`src/rtl/skey_pkg.sv`:
```
package skey_pkg;

  localparam int KEY_W   = 7;
  localparam int FLAG_W  = 3;
  localparam int REF_BIT = 2;
  localparam int CHG_BIT = 1;
  localparam int WR_FLAG = 1;

  localparam logic [1:0] KIND_LOAD  = 2'b00;
  localparam logic [1:0] KIND_STORE = 2'b01;

  typedef enum logic [1:0] {
    ST_IDLE,
    ST_LOOK,
    ST_COMMIT,
    ST_RESP
  } seq_st_e;

  // Key after an access: reference always, change only on a store.
  function automatic logic [KEY_W-1:0] key_touch(input logic is_store,
                                                 input logic [KEY_W-1:0] k);
    logic [KEY_W-1:0] r;
    r = k;
    r[REF_BIT] = 1'b1;
    if (is_store) r[CHG_BIT] = 1'b1;
    return r;
  endfunction

  // Flags after an access: non-stores lose write until change is recorded.
  function automatic logic [FLAG_W-1:0] flags_narrow(input logic is_store,
                                                     input logic [KEY_W-1:0] k,
                                                     input logic [FLAG_W-1:0] f);
    logic [FLAG_W-1:0] r;
    r = f;
    if (!is_store && !k[CHG_BIT]) r[WR_FLAG] = 1'b0;
    return r;
  endfunction

endpackage

```
`src/rtl/skey_array.sv`:
```
module skey_array
  import skey_pkg::*;
#(
  parameter int IDX_W     = 4,
  parameter int MEM_PAGES = 12
) (
  input  logic             clk,
  input  logic             rst_n,
  input  logic [IDX_W-1:0] rd_idx,
  output logic [KEY_W-1:0] rd_key,
  input  logic             upd_we,
  input  logic [IDX_W-1:0] upd_idx,
  input  logic [KEY_W-1:0] upd_key,
  input  logic             set_we,
  input  logic [IDX_W-1:0] set_idx,
  input  logic [KEY_W-1:0] set_key,
  input  logic             get_re,
  input  logic [IDX_W-1:0] get_idx,
  output logic             get_valid,
  output logic [KEY_W-1:0] get_key
);

  logic [KEY_W-1:0] keys [MEM_PAGES];
  logic [KEY_W-1:0] get_mux;

  for (genvar i = 0; i < MEM_PAGES; i++) begin : g_slot
    logic hit_set, hit_upd;
    assign hit_set = set_we && (set_idx == IDX_W'(i));
    assign hit_upd = upd_we && (upd_idx == IDX_W'(i));
    always_ff @(posedge clk) begin
      if (!rst_n)       keys[i] <= '0;
      else if (hit_set) keys[i] <= set_key;
      else if (hit_upd) keys[i] <= upd_key;
    end
  end

  // Absent pages read as zero.
  always_comb begin
    rd_key  = '0;
    get_mux = '0;
    for (int i = 0; i < MEM_PAGES; i++) begin
      if (rd_idx == IDX_W'(i))  rd_key  = keys[i];
      if (get_idx == IDX_W'(i)) get_mux = keys[i];
    end
  end

  always_ff @(posedge clk) begin
    if (!rst_n) begin
      get_valid <= 1'b0;
      get_key   <= '0;
    end else begin
      get_valid <= get_re;
      if (get_re) get_key <= get_mux;
    end
  end

endmodule

```
`src/rtl/skey_seq.sv`:
```
module skey_seq
  import skey_pkg::*;
#(
  parameter int IDX_W     = 4,
  parameter int MEM_PAGES = 12
) (
  input  logic              clk,
  input  logic              rst_n,
  input  logic              acc_valid,
  output logic              acc_ready,
  input  logic [1:0]        acc_kind,
  input  logic [IDX_W-1:0]  acc_idx,
  input  logic [FLAG_W-1:0] acc_flags,
  output logic [IDX_W-1:0]  rd_idx,
  input  logic [KEY_W-1:0]  rd_key,
  input  logic              set_pulse,
  input  logic [IDX_W-1:0]  set_idx,
  input  logic [KEY_W-1:0]  set_key,
  output logic              upd_we,
  output logic [IDX_W-1:0]  upd_idx,
  output logic [KEY_W-1:0]  upd_key,
  output logic              rsp_valid,
  output logic [FLAG_W-1:0] rsp_flags,
  output logic              ev_commit,
  output logic              ev_collide
);

  localparam logic [IDX_W:0] LIMIT = (IDX_W+1)'(MEM_PAGES);

  seq_st_e           st;
  logic              enabled;
  logic              store_q;
  logic [IDX_W-1:0]  idx_q;
  logic [FLAG_W-1:0] flags_q;
  logic [KEY_W-1:0]  key_q;
  logic              en_q;
  logic [FLAG_W-1:0] rsp_q;

  logic             in_range;
  logic             same_pg;
  logic             active;
  logic [KEY_W-1:0] new_key;

  assign in_range  = {1'b0, idx_q} < LIMIT;
  assign same_pg   = set_pulse && (set_idx == idx_q);
  assign active    = en_q && in_range;
  assign new_key   = key_touch(store_q, key_q);
  assign ev_commit = (st == ST_COMMIT);
  assign ev_collide = ev_commit && same_pg;

  assign upd_we  = ev_commit && active && (new_key != key_q) && !same_pg;
  assign upd_idx = idx_q;
  assign upd_key = new_key;
  assign rd_idx  = idx_q;

  assign acc_ready = (st == ST_IDLE);
  assign rsp_valid = (st == ST_RESP);
  assign rsp_flags = rsp_q;

  always_ff @(posedge clk) begin
    if (!rst_n) begin
      st      <= ST_IDLE;
      enabled <= 1'b0;
      store_q <= 1'b0;
      idx_q   <= '0;
      flags_q <= '0;
      key_q   <= '0;
      en_q    <= 1'b0;
      rsp_q   <= '0;
    end else begin
      if (set_pulse) enabled <= 1'b1;
      unique case (st)
        ST_IDLE: begin
          if (acc_valid) begin
            store_q <= (acc_kind == KIND_STORE);
            idx_q   <= acc_idx;
            flags_q <= acc_flags;
            st      <= ST_LOOK;
          end
        end
        ST_LOOK: begin
          key_q <= same_pg ? set_key : rd_key;
          en_q  <= enabled || set_pulse;
          st    <= ST_COMMIT;
        end
        ST_COMMIT: begin
          rsp_q <= active ? flags_narrow(store_q, key_q, flags_q) : flags_q;
          st    <= ST_RESP;
        end
        ST_RESP: st <= ST_IDLE;
        default: st <= ST_IDLE;
      endcase
    end
  end

endmodule

```
`src/rtl/skey_updater.sv`:
```
module skey_updater
  import skey_pkg::*;
#(
  parameter int ADDR_W    = 16,
  parameter int PAGE_BITS = 12,
  parameter int MEM_PAGES = 12
) (
  input  logic              clk,
  input  logic              rst_n,
  input  logic              acc_valid,
  output logic              acc_ready,
  input  logic [1:0]        acc_kind,
  input  logic [ADDR_W-1:0] acc_addr,
  input  logic [2:0]        acc_flags,
  output logic              rsp_valid,
  output logic [2:0]        rsp_flags,
  output logic              key_wr,
  input  logic              sk_set,
  input  logic              sk_get,
  input  logic [ADDR_W-1:0] sk_addr,
  input  logic [6:0]        sk_wkey,
  output logic              sk_rvalid,
  output logic [6:0]        sk_rkey
);

  localparam int IDX_W = ADDR_W - PAGE_BITS;

  function automatic logic [IDX_W-1:0] page_of(input logic [ADDR_W-1:0] a);
    return IDX_W'(a >> PAGE_BITS);
  endfunction

  logic [IDX_W-1:0] acc_idx, sk_idx, rd_idx, upd_idx;
  logic [KEY_W-1:0] rd_key, upd_key;
  logic             upd_we;
  logic             ev_commit, ev_collide;

  assign acc_idx = page_of(acc_addr);
  assign sk_idx  = page_of(sk_addr);
  assign key_wr  = upd_we;

  skey_seq #(.IDX_W(IDX_W), .MEM_PAGES(MEM_PAGES)) u_seq (
    .clk(clk), .rst_n(rst_n),
    .acc_valid(acc_valid), .acc_ready(acc_ready), .acc_kind(acc_kind),
    .acc_idx(acc_idx), .acc_flags(acc_flags),
    .rd_idx(rd_idx), .rd_key(rd_key),
    .set_pulse(sk_set), .set_idx(sk_idx), .set_key(sk_wkey),
    .upd_we(upd_we), .upd_idx(upd_idx), .upd_key(upd_key),
    .rsp_valid(rsp_valid), .rsp_flags(rsp_flags),
    .ev_commit(ev_commit), .ev_collide(ev_collide)
  );

  skey_array #(.IDX_W(IDX_W), .MEM_PAGES(MEM_PAGES)) u_keys (
    .clk(clk), .rst_n(rst_n),
    .rd_idx(rd_idx), .rd_key(rd_key),
    .upd_we(upd_we), .upd_idx(upd_idx), .upd_key(upd_key),
    .set_we(sk_set), .set_idx(sk_idx), .set_key(sk_wkey),
    .get_re(sk_get), .get_idx(sk_idx),
    .get_valid(sk_rvalid), .get_key(sk_rkey)
  );

endmodule

```
`config.mk`:
```
export PLATFORM = sky130hd
export DESIGN_NAME = skey_updater
export DESIGN_NICKNAME = d
export VERILOG_FILES = /design/src/rtl/skey_pkg.sv /design/src/rtl/skey_array.sv /design/src/rtl/skey_seq.sv /design/src/rtl/skey_updater.sv
export SDC_FILE = /design/constraint.sdc
export NUM_CORES = 1
export LEC_CHECK = 0
export ABC_AREA = 1
export BUFFER_PORTS_ARGS = -buffer_cell sky130_fd_sc_hd__buf_2
export CORE_MARGIN = 2
export CORE_UTILIZATION = 35
export DETAILED_ROUTE_END_ITERATION = 8
export PLACE_DENSITY = 0.61
export SLEW_MARGIN = 40
export SYNTH_ARGS = -nofsm -noshare
export SYNTH_HDL_FRONTEND = slang
export SYNTH_SLANG_ARGS = --single-unit
```
`constraint.sdc`:
```
create_clock -name clk -period 2.5 [get_ports clk]
set_clock_uncertainty 0.1 [all_clocks]
set_input_delay 0.125 -clock clk [delete_from_list [all_inputs] [get_ports clk]]
set_output_delay 0.125 -clock clk [all_outputs]
set_load 0.05 [all_outputs]
```
==> metrics.log <==
[metrics] maximum clock frequency: 0.439 GHz
[metrics] maximum ir drop on the vdd rail: 0.513 mV
[metrics] Detailed Route Iter0 Violations: 608
[metrics] number of rows in the core area: 49
[metrics] total count of max-transition violations in the final report: 0
[metrics] weighted congestion at the end of routability-driven global placement: 0.884
[metrics] Buffers on Ports: 38
[metrics] cell taking the most area after synthesis: sky130_fd_sc_hd__edfxtp_1
[metrics] placed standard-cell area: 0.00688 sq mm
[metrics] total CTS buffers: 17
[metrics] Via Count: 5873
[metrics] Multi-input gate area: 0.00273 sq mm
[metrics] pin slew with the least headroom to its limit: 744 ps
[metrics] DR WL/cell: 18.8 um
[metrics] startpoint kind of the worst setup timing path: register
[metrics] kind of critical path: reg -> out
[metrics] Data required, critical path: 2280 ps
[metrics] net count after synthesis: 824
[metrics] type of destination of the critical path: primary output
[metrics] Final setup violation count: 0
[metrics] run status: complete, no violations
[metrics] Hold-fix buffers, CTS: 19
[metrics] clock edge transition at the registers on the reported setup and hold paths: 60 ps
[metrics] hold violation total from the final report: 0
[metrics] clock root cell: sky130_fd_sc_hd__clkbuf_16
[metrics] Layout fillers: 1760
[metrics] share of the cycle needed by the critical path after routing: 0.912
[metrics] Post-layout nets: 896
[metrics] Die H: 138 um
[metrics] internal reg-to-reg setup slack: 220 ps
[metrics] top_reg_cell synth: sky130_fd_sc_hd__edfxtp_1
[metrics] total die area: 0.0192 sq mm
[metrics] count of clock tree sinks: 114
[metrics] number of warnings printed during yosys synthesis: 0
[metrics] Total Negative Setup Slacks: 0 ps
[metrics] GR Util All Layers: 0.217
[metrics] number of nets with antenna violations after routing: 0
[metrics] area overhead of the layout relative to synthesis: 20.7%
[metrics] share of the synthesized area in the top cell type: 0.398
[metrics] number of distinct library cells after synthesis: 35
[metrics] worst skew pair latency: 430 ps
[metrics] initial antenna violation count: 0
[metrics] Sequential Area: 0.00312 sq mm
[metrics] Hold Path Class: in -> reg
[metrics] headroom to the max-slew limit: 0.504
[metrics] HPWL after DPL: 14100 um
[metrics] mean post-synth cell area: 8.21 sq um
[metrics] leading cell types by count after synthesis: sky130_fd_sc_hd__nand2_1 (172), sky130_fd_sc_hd__inv_1 (89), sky130_fd_sc_hd__edfxtp_1 (84)
[metrics] number of synthesized register bits: 114
[metrics] average vias per placed instance: 5.41
[metrics] Longest Clk Path Bufs: 2
[metrics] Post-synth EDFFs: 84
[metrics] max-capacitance violation count: 0
[metrics] biggest fanout along the worst timing path: 13
[metrics] final core utilization: 0.428
[metrics] CTS-repair resized insts: 0
[metrics] post-route design area: 0.00764 sq mm
[metrics] final wirelength: 20400 um
[metrics] area inside the core boundary: 0.0178 sq mm
[metrics] pin count of the biggest net entering global routing: 18
[metrics] number of setup buffers added after CTS: 0
[metrics] arrival time worst endpoint: 2050 ps
[metrics] I/O pin cnt: 63
[metrics] async set-reset flop share out of synthesis: 0
[metrics] leak pwr: 3.00 nW
[metrics] RSZ-0062 raised after global routing: false
[metrics] number of cells on the worst hold path: 4
[metrics] time the worst path needs with I/O delays and setup: 2280 ps
[metrics] Synth Instances: 771
[metrics] wire length of the first global-routing pass: 31300 um
[metrics] number of global-route vias before repair: 5527
[metrics] diode count: 0
[metrics] DR DRC count: 0
[metrics] Clock H-tree levels: 4
[metrics] cell count of the worst reg-to-reg path: 10
[metrics] sequential area share after synthesis: 0.493
[metrics] grt total ovfl: 0
[metrics] number of iterations in the first detailed-routing pass: 9
[metrics] synthesized area: 0.00633 sq mm
[metrics] Die X-Extent: 138 um
[metrics] Initial Util: 0.355
[metrics] total power divided by cell area: 846 mW/mm^2
[metrics] Area contributors post-synth: sky130_fd_sc_hd__edfxtp_1 (40%), sky130_fd_sc_hd__nand2_1 (10%), sky130_fd_sc_hd__dfxtp_1 (9.5%), sky130_fd_sc_hd__o22ai_1 (7.2%), sky130_fd_sc_hd__inv_1 (5.3%)
[metrics] fraction of layout instances using a drive strength above 1: 0.139
[metrics] most frequently used cell type in the post-synthesis netlist: sky130_fd_sc_hd__nand2_1
[metrics] clock tree from TritonCTS: done
[layout by cell type, fill, tap and decap left out, types with 17 or more instances in the layout]
| master | n |
|---|---|
| sky130_fd_sc_hd__dfxtp_1 | 30 |
| sky130_fd_sc_hd__nand2_1 | 172 |
| sky130_fd_sc_hd__buf_4 | 25 |
| sky130_fd_sc_hd__nand4_1 | 25 |
| sky130_fd_sc_hd__o22ai_1 | 73 |
| sky130_fd_sc_hd__nand3_1 | 63 |
| sky130_fd_sc_hd__edfxtp_1 | 84 |
| sky130_fd_sc_hd__inv_1 | 89 |
| sky130_fd_sc_hd__o21ai_0 | 42 |
| sky130_fd_sc_hd__clkbuf_16 | 17 |
| sky130_fd_sc_hd__buf_2 | 38 |
| sky130_fd_sc_hd__a21oi_1 | 39 |
| sky130_fd_sc_hd__dlygate4sd3_1 | 19 |
| sky130_fd_sc_hd__nor2_1 | 78 |
[cells by family after synthesis]
family,count (synthesis),synth area share
adder cells (fa/ha/maj),4,0.00791
XOR/XNOR,1,0.00138
buffers and inverters,122,0.0761
flip-flops,114,0.493
AO/OA/AOI/OAI,162,0.147
AND/OR/NAND/NOR,368,0.274
[per-stage QoR]
step           setup WS, ps  total power [mW]  instances  hold WS (ps)
3_3_place_gp            281              4.04       1034           291
6_report                220              6.46       1085           357
2_1_floorplan           385              3.50        771           118
5_1_grt                43.5              6.72       1085           380
4_1_cts                 196              6.44       1085           348
3_5_place_dp            251              4.05       1034           298
[area by class of cell]
class,instances,area share
sequential,114,0.409
multi-input combinational,535,0.357
timing repair buffer,83,0.0769
clock buffer,17,0.0557
inverter,92,0.0452
tap,229,0.0375
clock inverter,15,0.0193
[flip-flops by register name, indices dropped and copies added (netlist names)]
name and count:
u_keys.get_key 7, u_keys.get_valid 1, u_keys.keys 84, u_seq.en_q 1
u_seq.enabled 1, u_seq.flags_q 3, u_seq.key_q 7, u_seq.rd_idx 4
u_seq.rsp_flags 3, u_seq.st 2, u_seq.store_q 1
[per-layer routing]
metal | GRT usage | wire length (um) | up-vias
li1 | - | - | 2827
met1 | 0.277 | 8310 | 2674
met2 | 0.344 | 9320 | 322
met3 | 0.0554 | 2050 | 50
met4 | 0.105 | 756 | 0
met5 | 0 | 0 | -
[worst paths after layout]
path | from | endpoint
worst min-delay path | sk_set | u_seq.enabled
worst max register to register | u_seq.rd_idx[1] | u_seq.key_q[0]
worst max-delay path | u_seq.st[0] | key_wr
worst min register to register | u_seq.enabled | u_seq.enabled
[worst max-delay path: stages (launching register included)]
cell                      delay [ps]
sky130_fd_sc_hd__dfxtp_1         320
sky130_fd_sc_hd__inv_1           100
sky130_fd_sc_hd__ha_1            270
sky130_fd_sc_hd__nand2_1          70
sky130_fd_sc_hd__a21oi_1         150
sky130_fd_sc_hd__nand3_1          90
sky130_fd_sc_hd__inv_1           100
sky130_fd_sc_hd__buf_12          200
sky130_fd_sc_hd__buf_2           300
[where the power goes]
part | internal, mW | switching, mW
Sequential | 2.21 | 0.132
Clock | 1.39 | 0.985
Combinational | 0.468 | 1.28
Total | 4.07 | 2.39
Note: power is estimated with default switching activity, not from simulation.
